===== src/rtl/alc_pkg.sv =====
package alc_pkg;

  localparam int THR_W  = 3;
  localparam int RATE_W = 6;

  // Level of threshold code k: full scale shifted down by k (6 dB per code).
  function automatic logic [31:0] level_of(int unsigned w, logic [THR_W-1:0] code);
    return (32'd1 << (w - 1)) >> code;
  endfunction

  // The low threshold may not name a higher level than the high one.
  function automatic logic [THR_W-1:0] fold_lo(logic [THR_W-1:0] hi, logic [THR_W-1:0] lo);
    return (lo < hi) ? hi : lo;
  endfunction

  function automatic logic [31:0] sat_up(logic [31:0] v, logic [31:0] d, logic [31:0] lim);
    return (v + d > lim) ? lim : v + d;
  endfunction

  function automatic logic [31:0] sat_dn(logic [31:0] v, logic [31:0] d);
    return (v > d) ? v - d : 32'd0;
  endfunction

endpackage


===== src/rtl/alc_level_det.sv =====
module alc_level_det
  import alc_pkg::*;
#(
  parameter int SW = 16
) (
  input  logic [SW-1:0]    smp,
  input  logic [THR_W-1:0] thr_hi,
  input  logic [THR_W-1:0] thr_lo,
  output logic             loud,
  output logic             quiet,
  output logic             neg
);

  logic [SW-1:0] mag;
  logic [SW-1:0] lvl_hi;
  logic [SW-1:0] lvl_lo;

  assign neg    = smp[SW-1];
  assign mag    = neg ? (~smp + 1'b1) : smp;
  assign lvl_hi = SW'(level_of(SW, thr_hi));
  assign lvl_lo = SW'(level_of(SW, fold_lo(thr_hi, thr_lo)));
  assign loud   = mag > lvl_hi;
  assign quiet  = mag < lvl_lo;

endmodule


===== src/rtl/alc_pacer.sv =====
module alc_pacer
  import alc_pkg::*;
(
  input  logic              clk,
  input  logic              rst_n,
  input  logic              clr,
  input  logic              stb,
  input  logic              loud,
  input  logic              quiet,
  input  logic [RATE_W-1:0] atk_rate,
  input  logic [RATE_W-1:0] rel_rate,
  output logic              atk_req,
  output logic              rel_req
);

  logic [RATE_W-1:0] atk_cnt, rel_cnt;
  logic              loud_seen, quiet_all;
  logic              atk_end, rel_end, loud_w, quiet_w;

  assign atk_end = atk_cnt >= atk_rate;
  assign rel_end = rel_cnt >= rel_rate;
  assign loud_w  = loud_seen | loud;
  assign quiet_w = quiet_all & quiet;
  assign atk_req = stb & atk_end & loud_w;
  assign rel_req = stb & rel_end & quiet_w & ~atk_req;

  always_ff @(posedge clk or negedge rst_n) begin
    if (!rst_n) begin
      atk_cnt   <= '0;
      rel_cnt   <= '0;
      loud_seen <= 1'b0;
      quiet_all <= 1'b1;
    end else if (clr) begin
      atk_cnt   <= '0;
      rel_cnt   <= '0;
      loud_seen <= 1'b0;
      quiet_all <= 1'b1;
    end else if (stb) begin
      atk_cnt   <= atk_end ? '0 : atk_cnt + 1'b1;
      loud_seen <= atk_end ? 1'b0 : loud_w;
      rel_cnt   <= rel_end ? '0 : rel_cnt + 1'b1;
      quiet_all <= rel_end ? 1'b1 : quiet_w;
    end
  end

endmodule


===== src/rtl/alc_zc_gate.sv =====
module alc_zc_gate #(
  parameter int ZC_TO = 864
) (
  input  logic clk,
  input  logic rst_n,
  input  logic clr,
  input  logic stb,
  input  logic zc_en,
  input  logic neg,
  input  logic atk_req,
  input  logic rel_req,
  output logic fire,
  output logic fire_atk
);

  localparam int TOW = $clog2(ZC_TO + 1);
  localparam logic [TOW-1:0] TO_LAST = TOW'(ZC_TO - 1);

  logic           pend_v, pend_atk, prev_neg;
  logic [TOW-1:0] to_cnt;
  logic           req, zc_hit, to_hit;

  assign req      = atk_req | rel_req;
  assign zc_hit   = neg != prev_neg;
  assign to_hit   = pend_v & (to_cnt >= TO_LAST);
  assign fire     = stb & (req | pend_v) & (~zc_en | zc_hit | to_hit);
  assign fire_atk = req ? atk_req : pend_atk;

  always_ff @(posedge clk or negedge rst_n) begin
    if (!rst_n) begin
      prev_neg <= 1'b0;
    end else if (stb) begin
      prev_neg <= neg;
    end
  end

  always_ff @(posedge clk or negedge rst_n) begin
    if (!rst_n) begin
      pend_v   <= 1'b0;
      pend_atk <= 1'b0;
      to_cnt   <= '0;
    end else if (clr) begin
      pend_v   <= 1'b0;
      to_cnt   <= '0;
    end else if (stb) begin
      if (fire) begin
        pend_v <= 1'b0;
        to_cnt <= '0;
      end else if (req | pend_v) begin
        pend_v   <= 1'b1;
        pend_atk <= fire_atk;
        to_cnt   <= pend_v ? to_cnt + 1'b1 : '0;
      end
    end
  end

endmodule


===== src/rtl/alc_gain_step.sv =====
module alc_gain_step
  import alc_pkg::*;
#(
  parameter int PW        = 5,
  parameter int AW        = 8,
  parameter int HARD_STEP = 4
) (
  input  logic          clk,
  input  logic          rst_n,
  input  logic          en,
  input  logic          fire,
  input  logic          fire_atk,
  input  logic          ramp_en,
  input  logic [PW-1:0] pga_lim,
  input  logic          man_wr,
  input  logic [PW-1:0] man_pga,
  input  logic [AW-1:0] man_att,
  output logic [PW-1:0] pga,
  output logic [AW-1:0] att
);

  localparam logic [31:0] ATT_TOP = 32'((64'd1 << AW) - 1);

  logic [31:0] st;
  assign st = ramp_en ? 32'd1 : 32'(HARD_STEP);

  always_ff @(posedge clk or negedge rst_n) begin
    if (!rst_n) begin
      pga <= '0;
      att <= '0;
    end else if (!en) begin
      if (man_wr) begin
        pga <= man_pga;
        att <= man_att;
      end
    end else if (pga > pga_lim) begin
      pga <= pga_lim;
    end else if (fire) begin
      if (fire_atk) begin
        if (pga != '0) pga <= pga - 1'b1;
        else           att <= AW'(sat_up(32'(att), st, ATT_TOP));
      end else begin
        if (att != '0)         att <= AW'(sat_dn(32'(att), st));
        else if (pga < pga_lim) pga <= pga + 1'b1;
      end
    end
  end

endmodule


===== src/rtl/alc_channel.sv =====
module alc_channel
  import alc_pkg::*;
#(
  parameter int SW        = 16,
  parameter int PW        = 5,
  parameter int AW        = 8,
  parameter int HARD_STEP = 4,
  parameter int ZC_TO     = 864
) (
  input  logic              clk,
  input  logic              rst_n,
  input  logic              stb,
  input  logic [SW-1:0]     smp,
  input  logic              en,
  input  logic              zc_en,
  input  logic              ramp_en,
  input  logic [THR_W-1:0]  thr_hi,
  input  logic [THR_W-1:0]  thr_lo,
  input  logic [RATE_W-1:0] atk_rate,
  input  logic [RATE_W-1:0] rel_rate,
  input  logic [PW-1:0]     pga_lim,
  input  logic              man_wr,
  input  logic [PW-1:0]     man_pga,
  input  logic [AW-1:0]     man_att,
  output logic [PW-1:0]     pga,
  output logic [AW-1:0]     att,
  output logic              fire
);

  logic loud, quiet, neg, atk_req, rel_req, fire_atk;

  alc_level_det #(.SW(SW)) u_det (
    .smp(smp), .thr_hi(thr_hi), .thr_lo(thr_lo),
    .loud(loud), .quiet(quiet), .neg(neg)
  );

  alc_pacer u_pace (
    .clk(clk), .rst_n(rst_n), .clr(~en), .stb(stb),
    .loud(loud), .quiet(quiet), .atk_rate(atk_rate), .rel_rate(rel_rate),
    .atk_req(atk_req), .rel_req(rel_req)
  );

  alc_zc_gate #(.ZC_TO(ZC_TO)) u_zc (
    .clk(clk), .rst_n(rst_n), .clr(~en), .stb(stb), .zc_en(zc_en), .neg(neg),
    .atk_req(atk_req), .rel_req(rel_req), .fire(fire), .fire_atk(fire_atk)
  );

  alc_gain_step #(.PW(PW), .AW(AW), .HARD_STEP(HARD_STEP)) u_gain (
    .clk(clk), .rst_n(rst_n), .en(en), .fire(fire), .fire_atk(fire_atk),
    .ramp_en(ramp_en), .pga_lim(pga_lim), .man_wr(man_wr),
    .man_pga(man_pga), .man_att(man_att), .pga(pga), .att(att)
  );

endmodule


===== src/rtl/alc_stereo.sv =====
module alc_stereo
  import alc_pkg::*;
#(
  parameter int NCH       = 2,
  parameter int SW        = 16,
  parameter int PW        = 5,
  parameter int AW        = 8,
  parameter int HARD_STEP = 4,
  parameter int ZC_TO     = 864
) (
  input  logic                    clk,
  input  logic                    rst_n,
  input  logic                    smp_vld,
  input  logic [NCH-1:0][SW-1:0]  smp_data,
  input  logic [NCH-1:0]          alc_en,
  input  logic                    zc_en,
  input  logic                    ramp_en,
  input  logic [THR_W-1:0]        thr_hi,
  input  logic [THR_W-1:0]        thr_lo,
  input  logic [RATE_W-1:0]       atk_rate,
  input  logic [RATE_W-1:0]       rel_rate,
  input  logic [PW-1:0]           pga_lim,
  input  logic [NCH-1:0]          man_wr,
  input  logic [PW-1:0]           man_pga,
  input  logic [AW-1:0]           man_att,
  output logic [NCH-1:0][PW-1:0]  pga_code,
  output logic [NCH-1:0][AW-1:0]  att_code
);

  // Step events of each channel, brought out for the checker.
  logic [NCH-1:0] ch_fire;

  for (genvar c = 0; c < NCH; c++) begin : g_ch
    alc_channel #(
      .SW(SW), .PW(PW), .AW(AW), .HARD_STEP(HARD_STEP), .ZC_TO(ZC_TO)
    ) u_ch (
      .clk(clk), .rst_n(rst_n), .stb(smp_vld), .smp(smp_data[c]),
      .en(alc_en[c]), .zc_en(zc_en), .ramp_en(ramp_en),
      .thr_hi(thr_hi), .thr_lo(thr_lo), .atk_rate(atk_rate), .rel_rate(rel_rate),
      .pga_lim(pga_lim), .man_wr(man_wr[c]), .man_pga(man_pga), .man_att(man_att),
      .pga(pga_code[c]), .att(att_code[c]), .fire(ch_fire[c])
    );
  end

endmodule


===== config.mk =====
export PLATFORM = sky130hd
export DESIGN_NAME = alc_stereo
export DESIGN_NICKNAME = d
export VERILOG_FILES = /design/src/rtl/alc_pkg.sv /design/src/rtl/alc_level_det.sv /design/src/rtl/alc_pacer.sv /design/src/rtl/alc_zc_gate.sv /design/src/rtl/alc_gain_step.sv /design/src/rtl/alc_channel.sv /design/src/rtl/alc_stereo.sv
export SDC_FILE = /design/constraint.sdc
export NUM_CORES = 1
export LEC_CHECK = 0
export BUFFER_PORTS_ARGS = -buffer_cell sky130_fd_sc_hd__buf_2
export CORE_MARGIN = 5
export CORE_UTILIZATION = 60
export DETAILED_ROUTE_END_ITERATION = 8
export PLACE_DENSITY = 0.84
export SYNTH_ARGS = -nofsm -noshare
export SYNTH_HDL_FRONTEND = slang
export SYNTH_SLANG_ARGS = --single-unit

===== constraint.sdc =====
create_clock -name clk -period 4.3 [get_ports clk]
set_input_delay 0.215 -clock clk [delete_from_list [all_inputs] [get_ports clk]]
set_output_delay 0.215 -clock clk [all_outputs]
set_load 0.02 [all_outputs]

======== Yosys cells after proc, flatten, opt, wreduce, memory -nomap -nowiden ========
Cells that the tools add are included.
word-level totals
  flip-flop bits (word level) ............. 80
  latch bits .............................. 0
  RAM bits ................................ 0
  memory bits (read-only) ................. 0
  output and inout port bits .............. 26
  logic and storage cells ................. 210
  memories kept ........................... 0
cells by class
  $add $sub $neg .......................... 16
  $mul .................................... 0
  div/mod/pow operators ................... 0
  magnitude comparators ................... 19
  equality and inequality tests ........... 22
  shift-type cells ........................ 2
  muxes and demuxes ....................... 82
  bitwise gates (word level) .............. 35
  reduce and logical (&&, ||, !) cells .... 14
operators with widths
  cell                                                                    count
  8-bit two-way mux                                                       18
  10-bit two-way mux                                                      10
  5-bit two-way mux                                                       16
  6-bit two-way mux                                                       12
  32-bit by 8-bit > comparator with 1-bit output (second input constant)  2
  8-bit by 32-bit > comparator with 1-bit output                          2
  16-bit by 1-bit adder with 16-bit output (second input constant)        2
  16-bit > comparator                                                     2
  16-bit less-than comparator                                             2
  16-bit two-way mux                                                      2
  16-bit inverter                                                         2
  16-bit by 3-bit right shift with 16-bit output (first input constant)   2
  6-bit by 1-bit adder with 6-bit output (second input constant)          4
  6-bit greater-or-equal comparator                                       4
  1-bit two-way mux                                                       22
  10-bit by 1-bit adder with 10-bit output (second input constant)        2
  10-bit greater-or-equal comparator (second input constant)              2
  5-bit AND reduction                                                     4
  8-bit by 3-bit adder with 9-bit output                                  2
  1-bit bitwise AND                                                       18
  3-bit by 1-bit != test with 1-bit output (second input constant)        6
  8-bit nonzero test                                                      2
  8-bit by 3-bit subtractor with 8-bit output                             2
  5-bit by 1-bit adder with 5-bit output (second input constant)          2
  18 further kinds                                                        48

======== Depth between registers and ports, before layout ========
  depth in word-level cells ............... 15
  mapped depth ............................ 24
  depth with buffers taken out ............ 23

======== Hierarchy ========
A second synthesis with hierarchy kept.
second synthesis, totals
  cell total of the unflattened synthesis .. 1,006
  area, all modules ....................... 8,505.7 um^2
modules (own cells, without submodules)
  module                               times used  cells an instance  area each (um^2)  sequential area each (um^2)
  alc_gain_step                        2           192                1,554.0           325.3
  alc_pacer                            2           111                1,001.0           351.6
  alc_level_det at g_ch[0].u_ch.u_det  1           121                909.6             0.0
  alc_zc_gate at g_ch[1].u_ch.u_zc     1           89                 850.8             325.3
  alc_level_det at g_ch[1].u_ch.u_det  1           108                829.5             0.0
  alc_zc_gate at g_ch[0].u_ch.u_zc     1           80                 798.3             325.3
  alc_channel                          2           1                  3.8               0.0

======== Worst setup path after synthesis ========
Ideal clock, no wire load.
  path type ............................... input-to-reg
  start ................................... input port thr_hi[1]
  end ..................................... register g_ch[0].u_ch.u_gain.pga[4]
  arrival time ............................ 4.642 ns
  path slack .............................. -0.452 ns
  cell stages on the path ................. 21
  buffers on the path ..................... 1
  path through ............................ inv_1 -> ha_1 -> nor2b_1 -> a221oi_4 -> mux2i_1 -> or3_1 -> ha_1 -> o21a_1 -> o21a_1 -> o2111ai_1 -> a32oi_1 -> o31a_1 -> or2_2 -> clkbuf_1 -> ha_1 -> a21o_1 -> a21oi_1 -> xnor2_1 -> xnor2_1 -> o211a_1 -> o41ai_1
between the ends
  cells in the longest elaborated chain, start to end .. 13
  elaborated cells between the ends (all ways) .. 26
  classes of those cells .................. order compare (3); eq/ne (4); shift (2); mux (6); bitwise (10); reduce/logical (1)
RTL lines
  element                                         line                 text
  start, declared                                 alc_stereo.sv:18     input logic [THR_W-1:0] thr_hi,
  3-bit less-than comparator                      alc_pkg.sv:13        return (lo < hi) ? hi : lo;
  3-bit two-way mux                               alc_pkg.sv:13
  16-bit by 3-bit right shift with 16-bit output  alc_pkg.sv:8         return (32'd1 << (w - 1)) >> code;
  16-bit less-than comparator                     alc_level_det.sv:23  assign quiet = mag < lvl_lo;
  1-bit bitwise AND                               alc_pacer.sv:23      assign quiet_w = quiet_all & quiet;
  1-bit bitwise AND (2 in a row)                  alc_pacer.sv:25      assign rel_req = stb & rel_end & quiet_w & ~atk_req;
  1-bit bitwise OR                                alc_zc_gate.sv:23    assign req = atk_req | rel_req;
  1-bit two-way mux *                             alc_zc_gate.sv:27    assign fire_atk = req ? atk_req : pend_atk;
  net g_ch[0].u_ch.fire_atk                       alc_channel.sv:30    logic loud, quiet, neg, atk_req, rel_req, fire_atk;
  5-bit two-way mux                               alc_gain_step.sv:39  if (fire_atk) begin
  5-bit two-way mux                               alc_gain_step.sv:38  end else if (fire) begin
  5-bit two-way mux                               alc_gain_step.sv:36  end else if (pga > pga_lim) begin
  5-bit two-way mux                               alc_gain_step.sv:31  end else if (!en) begin
  end signal, assigned                            alc_gain_step.sv:33  pga <= man_pga;
  end signal, assigned                            alc_gain_step.sv:37  pga <= pga_lim;
  end signal, assigned                            alc_gain_step.sv:40  if (pga != '0) pga <= pga - 1'b1;
  end, declared                                   alc_gain_step.sv:18  output logic [PW-1:0] pga,
The timed path passes the listed nets; every way through them passes the cells marked *. The select of a mux whose other input is x is not followed.
A chain may end at the register's enable or synchronous reset.

======== Worst setup path in the final report ========
  start ................................... input port thr_hi[1]
  end ..................................... register g_ch[0].u_ch.u_gain.pga[4]
between the ends
  cells in the longest elaborated chain, start to end .. 13
  elaborated cells between the ends (all ways) .. 26
  classes of those cells .................. order compare (3); eq/ne (4); shift (2); mux (6); bitwise (10); reduce/logical (1)
RTL lines
  element                                                                                                line
  3-bit less-than comparator                                                                             alc_pkg.sv:13
  3-bit two-way mux                                                                                      alc_pkg.sv:13
  16-bit by 3-bit right shift with 16-bit output                                                         alc_pkg.sv:8
  16-bit less-than comparator                                                                            alc_level_det.sv:23
  1-bit bitwise AND                                                                                      alc_pacer.sv:23
  1-bit bitwise AND (2 in a row)                                                                         alc_pacer.sv:25
  1-bit bitwise OR                                                                                       alc_zc_gate.sv:23
  1-bit bitwise OR / 1-bit two-way mux (equally long branches)                                           alc_zc_gate.sv:26, alc_zc_gate.sv:27
  1-bit bitwise AND / 5-bit two-way mux (equally long branches)                                          alc_zc_gate.sv:26, alc_gain_step.sv:39
  1-bit bitwise AND / 5-bit two-way mux (equally long branches)                                          alc_zc_gate.sv:26, alc_gain_step.sv:38
  3-bit by 1-bit != test with 1-bit output (no source line) / 5-bit two-way mux (equally long branches)  n/a
  5-bit AND reduction (no source line) / 5-bit two-way mux (equally long branches)                       n/a
Several ways; a longest one is shown, not always the timed one. The select of a mux whose other input is x is not followed.

==> metrics.md <==
| Metric | Value |
|---|---|
| Status | `complete, no violations` |
| Main synth FF type | `dfrtp_1` |
| Syn_area_per_cell | `8.323 um^2` |
| Fillers | `931` |
| Flops & latches, synth | `80` |
| I/O pin total | `103` |
| Number of cells on the critical path | `22` |
| Routed wire per std cell | `16.71 um` |
| Final Instance Area | `9208 um^2` |
| Placer congestion estimate | `0.9426` |
| Setup-failing EPs final | `0` |
| Die extent in x | `122.3 um` |
| Initial Util | `60.69%` |
| Slew @ Worst Pin | `1.050 ns` |
| Critical path data required time | `4.54 ns` |
| Worst hold slack | `0.04110 ns` |
| Drt drc | `0` |
| Hold Path Class | `primary input to asynchronous set/reset pin` |
| Most common cell in the netlist | `ha_1` |
| Via count | `7502` |
| R2R cell count | `16` |
| Setup Skew | `0.006661 ns` |
| Vias in the first global route | `7206` |
| Clk_lat worst skew | `0.35 ns` |
| Max-Cap Viols | `0` |
| First-pass GRT wire length | `33580 um` |
| Synthesized area | `7566 um^2` |
| Drt initial violations | `602` |
| Ys async rst share | `100.0%` |
| DP Area | `8696 um^2` |
| Cell family with most CP delay | `compound AO/OA/AOI/OAI gates` |
| Clock Sinks | `80` |
| Pwr per Cell Area | `391.0 nW/um^2` |
| Antenna violations before repair | `1` |
| Max-slew violation count | `0` |
| 1st-pass router iterations | `5` |
| Final period util | `97.65%` |
| Leakage | `4.310 nW` |
| Worst VDD drop | `279.1 uV` |
| Max clock buf depth | `2` |
| Crit-path max FO | `5` |
| Final HPWL DP | `15270 um` |
| CP Data Arrival Time | `4.44 ns` |
| Synth Instances | `909` |
| Antenna viol nets, final | `0` |
| Post-route minimum period | `4.199 ns` |
| Worst path slowest cell | `or3_1` |
| Antenna Cells | `0` |
| Most common library cells after synthesis | `91 x ha_1, 78 x dfrtp_1, 74 x o21ai_0` |
| Top cell type's share of synthesized area | `25.80%` |
| Clk slew on worst S/H paths | `0.06 ns` |
| GRT overflow | `0` |
| CP endpoint kind | `flop` |
| Vias per cell | `6.104` |
| Area grow syn2layout | `21.70%` |
| Final WL | `20540 um` |
| Syn. warnings | `0` |
| Hold bufs inserted after CTS | `0` |
| CP Cell Sequence | `buf_6 > inv_2 > ha_4 > nor2b_4 > a221oi_4 > mux2i_2 > or3_1 > ha_1 > o21a_1 > o21a_1 > o2111ai_2 > a32oi_2 > o31a_1 > or2_4 > buf_6 > ha_4 > a21o_1 > a21oi_2 > xnor2_1 > xnor2_1 > o211a_1 > o41ai_2` |
| Worst rel slew slack | `30.02%` |
| Final hold violations | `0` |
| GRT Total Usage | `27.68%` |
| Cell taking the most area after synthesis | `dfrtp_1` |
| CP max stage delay | `0.41 ns` |
| Final-stage net count | `1223` |
| Highest clock rate | `238.1 MHz` |
| Clock H-tree levels | `3` |
| R2R Path End | `g_ch[0].u_ch.u_gain.pga[4]` |
| Share of layout cells above drive strength 1 | `23.65%` |
| TNS Setup | `0 ns` |
| Core Area | `12470 um^2` |
| Port bufs | `102` |
| Post-synthesis sequential area ratio | `26.49%` |
| FF-to-FF Start | `g_ch[0].u_ch.u_pace.atk_cnt[0]` |
| CTS buffer count | `9` |
| Crit Path Class | `primary input to flop` |
| Largest net degree at the start of global routing | `81` |
| Yosys cell types | `74` |
| Die height | `122.3 um` |
| CTS tree | `done` |
| Worst setup SP type | `primary input` |
| Die area | `14960 um^2` |
| Ranking of synthesized cells by area | `dfrtp_1 26%, ha_1 15%, o21ai_0 4.9%` |
| Reg2Reg Setup Slack | `0.87 ns` |
| CTS root buffer | `clkbuf_16` |
| Num rows | `41` |
| Bufs and invs on worst path | `3` |
| Overall power | `3.600 mW` |
| Syn Nets | `1079` |
| EDFF count, synth | `0` |
-- worst max path at each step --
stage,start,to,slack (ns)
floorplan,thr_hi[2],g_ch[0].u_ch.u_gain.pga[3],-0.11
global placement,smp_data[7],g_ch[0].u_ch.u_gain.pga[4],-0.13
detailed placement,thr_hi[1],g_ch[0].u_ch.u_gain.pga[4],-0.26
CTS,thr_hi[1],g_ch[0].u_ch.u_gain.pga[3],0.08
global route,thr_hi[1],g_ch[0].u_ch.u_gain.pga[4],-0.07
finish,thr_hi[1],g_ch[0].u_ch.u_gain.pga[4],0.10
-- cell families (layout without fill, tap and decap cells) --
group                      Yosys count  after routing  synth area share, %
AOI/OAI and AO/OA                  266            266                24.54
xor gates and xnor gates            39             39                4.515
adders and majority gates           94             94                15.71
buffers and inverters               97            245                4.845
DFF                                 80             80                26.49
muxes                               15             15                2.084
and+or+nand+nor                    318            318                21.81
-- per-stage QoR --
step	util [%]	std cells	setup slack, ns
2_1_floorplan	-	909	-0.1130
3_3_place_gp	69.76	1211	-0.1272
3_5_place_dp	69.76	1211	-0.2649
4_1_cts	72.24	1226	0.08196
5_1_grt	73.86	1229	-0.06749
6_report	73.86	1229	0.1009
-- repair_timing --
item / 4_1_cts / 5_1_grt
setup endpoints to repair: 0 / 9
hold endpoints to repair: 0 / 0
resized for setup: 0 / 38
setup buffers: 0 / 3
-- final cells by class --
class	instances	area (um^2)	area share, %
repair buffers	166	1010	10.97
multi-input cells	732	5424	58.91
clock buffers	9	225.2	2.446
clock inverters	6	83.83	0.9104
flip-flops and latches	80	2004	21.77
inverters	64	245.2	2.663
well taps	172	215.2	2.337
-- sequential cells by signal, summed over array words and instances (netlist names) --
register	flops
g_ch.u_ch.u_zc.prev_neg	2
g_ch.u_ch.u_pace.loud_seen	2
g_ch.u_ch.u_pace.atk_cnt	12
g_ch.u_ch.u_gain.pga	10
g_ch.u_ch.u_pace.quiet_all	2
g_ch.u_ch.u_zc.pend_v	2
g_ch.u_ch.u_pace.rel_cnt	12
g_ch.u_ch.u_zc.pend_atk	2
g_ch.u_ch.u_zc.to_cnt	20
g_ch.u_ch.u_gain.att	16
-- routing by layer --
metal	vias up	part of all wire (%)	track usage, %
met4	2	3.0	10.85
li1	3643	-	-
met1	3578	43	35.34
met5	-	0.034	0
met2	230	49	47.30
met3	49	5.0	4.147
-- placed cells by master (no fill, tap or decap), types with 5 or more instances in the layout --
cell,synthesis,final
buf_4,0,64
nand3_1,45,44
dfrtp_1,78,78
nor2b_1,21,19
xnor2_1,26,26
o31ai_1,16,13
a22o_1,6,6
ha_4,0,5
nor4_1,8,8
a31oi_1,13,13
or3_1,10,10
mux2_2,6,5
o21ai_0,74,74
a21oi_1,39,32
inv_2,0,5
inv_1,63,58
nand2_1,70,69
or2_2,6,5
and3_1,13,13
nor3_1,11,10
mux2i_1,9,7
a32o_1,5,5
o21a_1,15,15
nand4_1,8,8
a21oi_2,0,7
and4_1,5,5
xor2_1,13,13
a21o_1,16,16
nand2b_1,23,23
a211oi_1,5,5
nor2_1,68,68
and2_1,6,6
buf_2,2,99
nand3b_1,6,6
ha_1,91,86
clkbuf_16,0,9
-- where the power goes --
| group | switching, mW | total (mW) | internal (mW) |
|---|---|---|---|
| clock | 0.324 | 0.829 | 0.504 |
| combinational | 0.933 | 1.72 | 0.788 |
| sequential | 0.192 | 1.05 | 0.858 |
| total | 1.45 | 3.60 | 2.15 |
(Power assumes the default switching activity.)
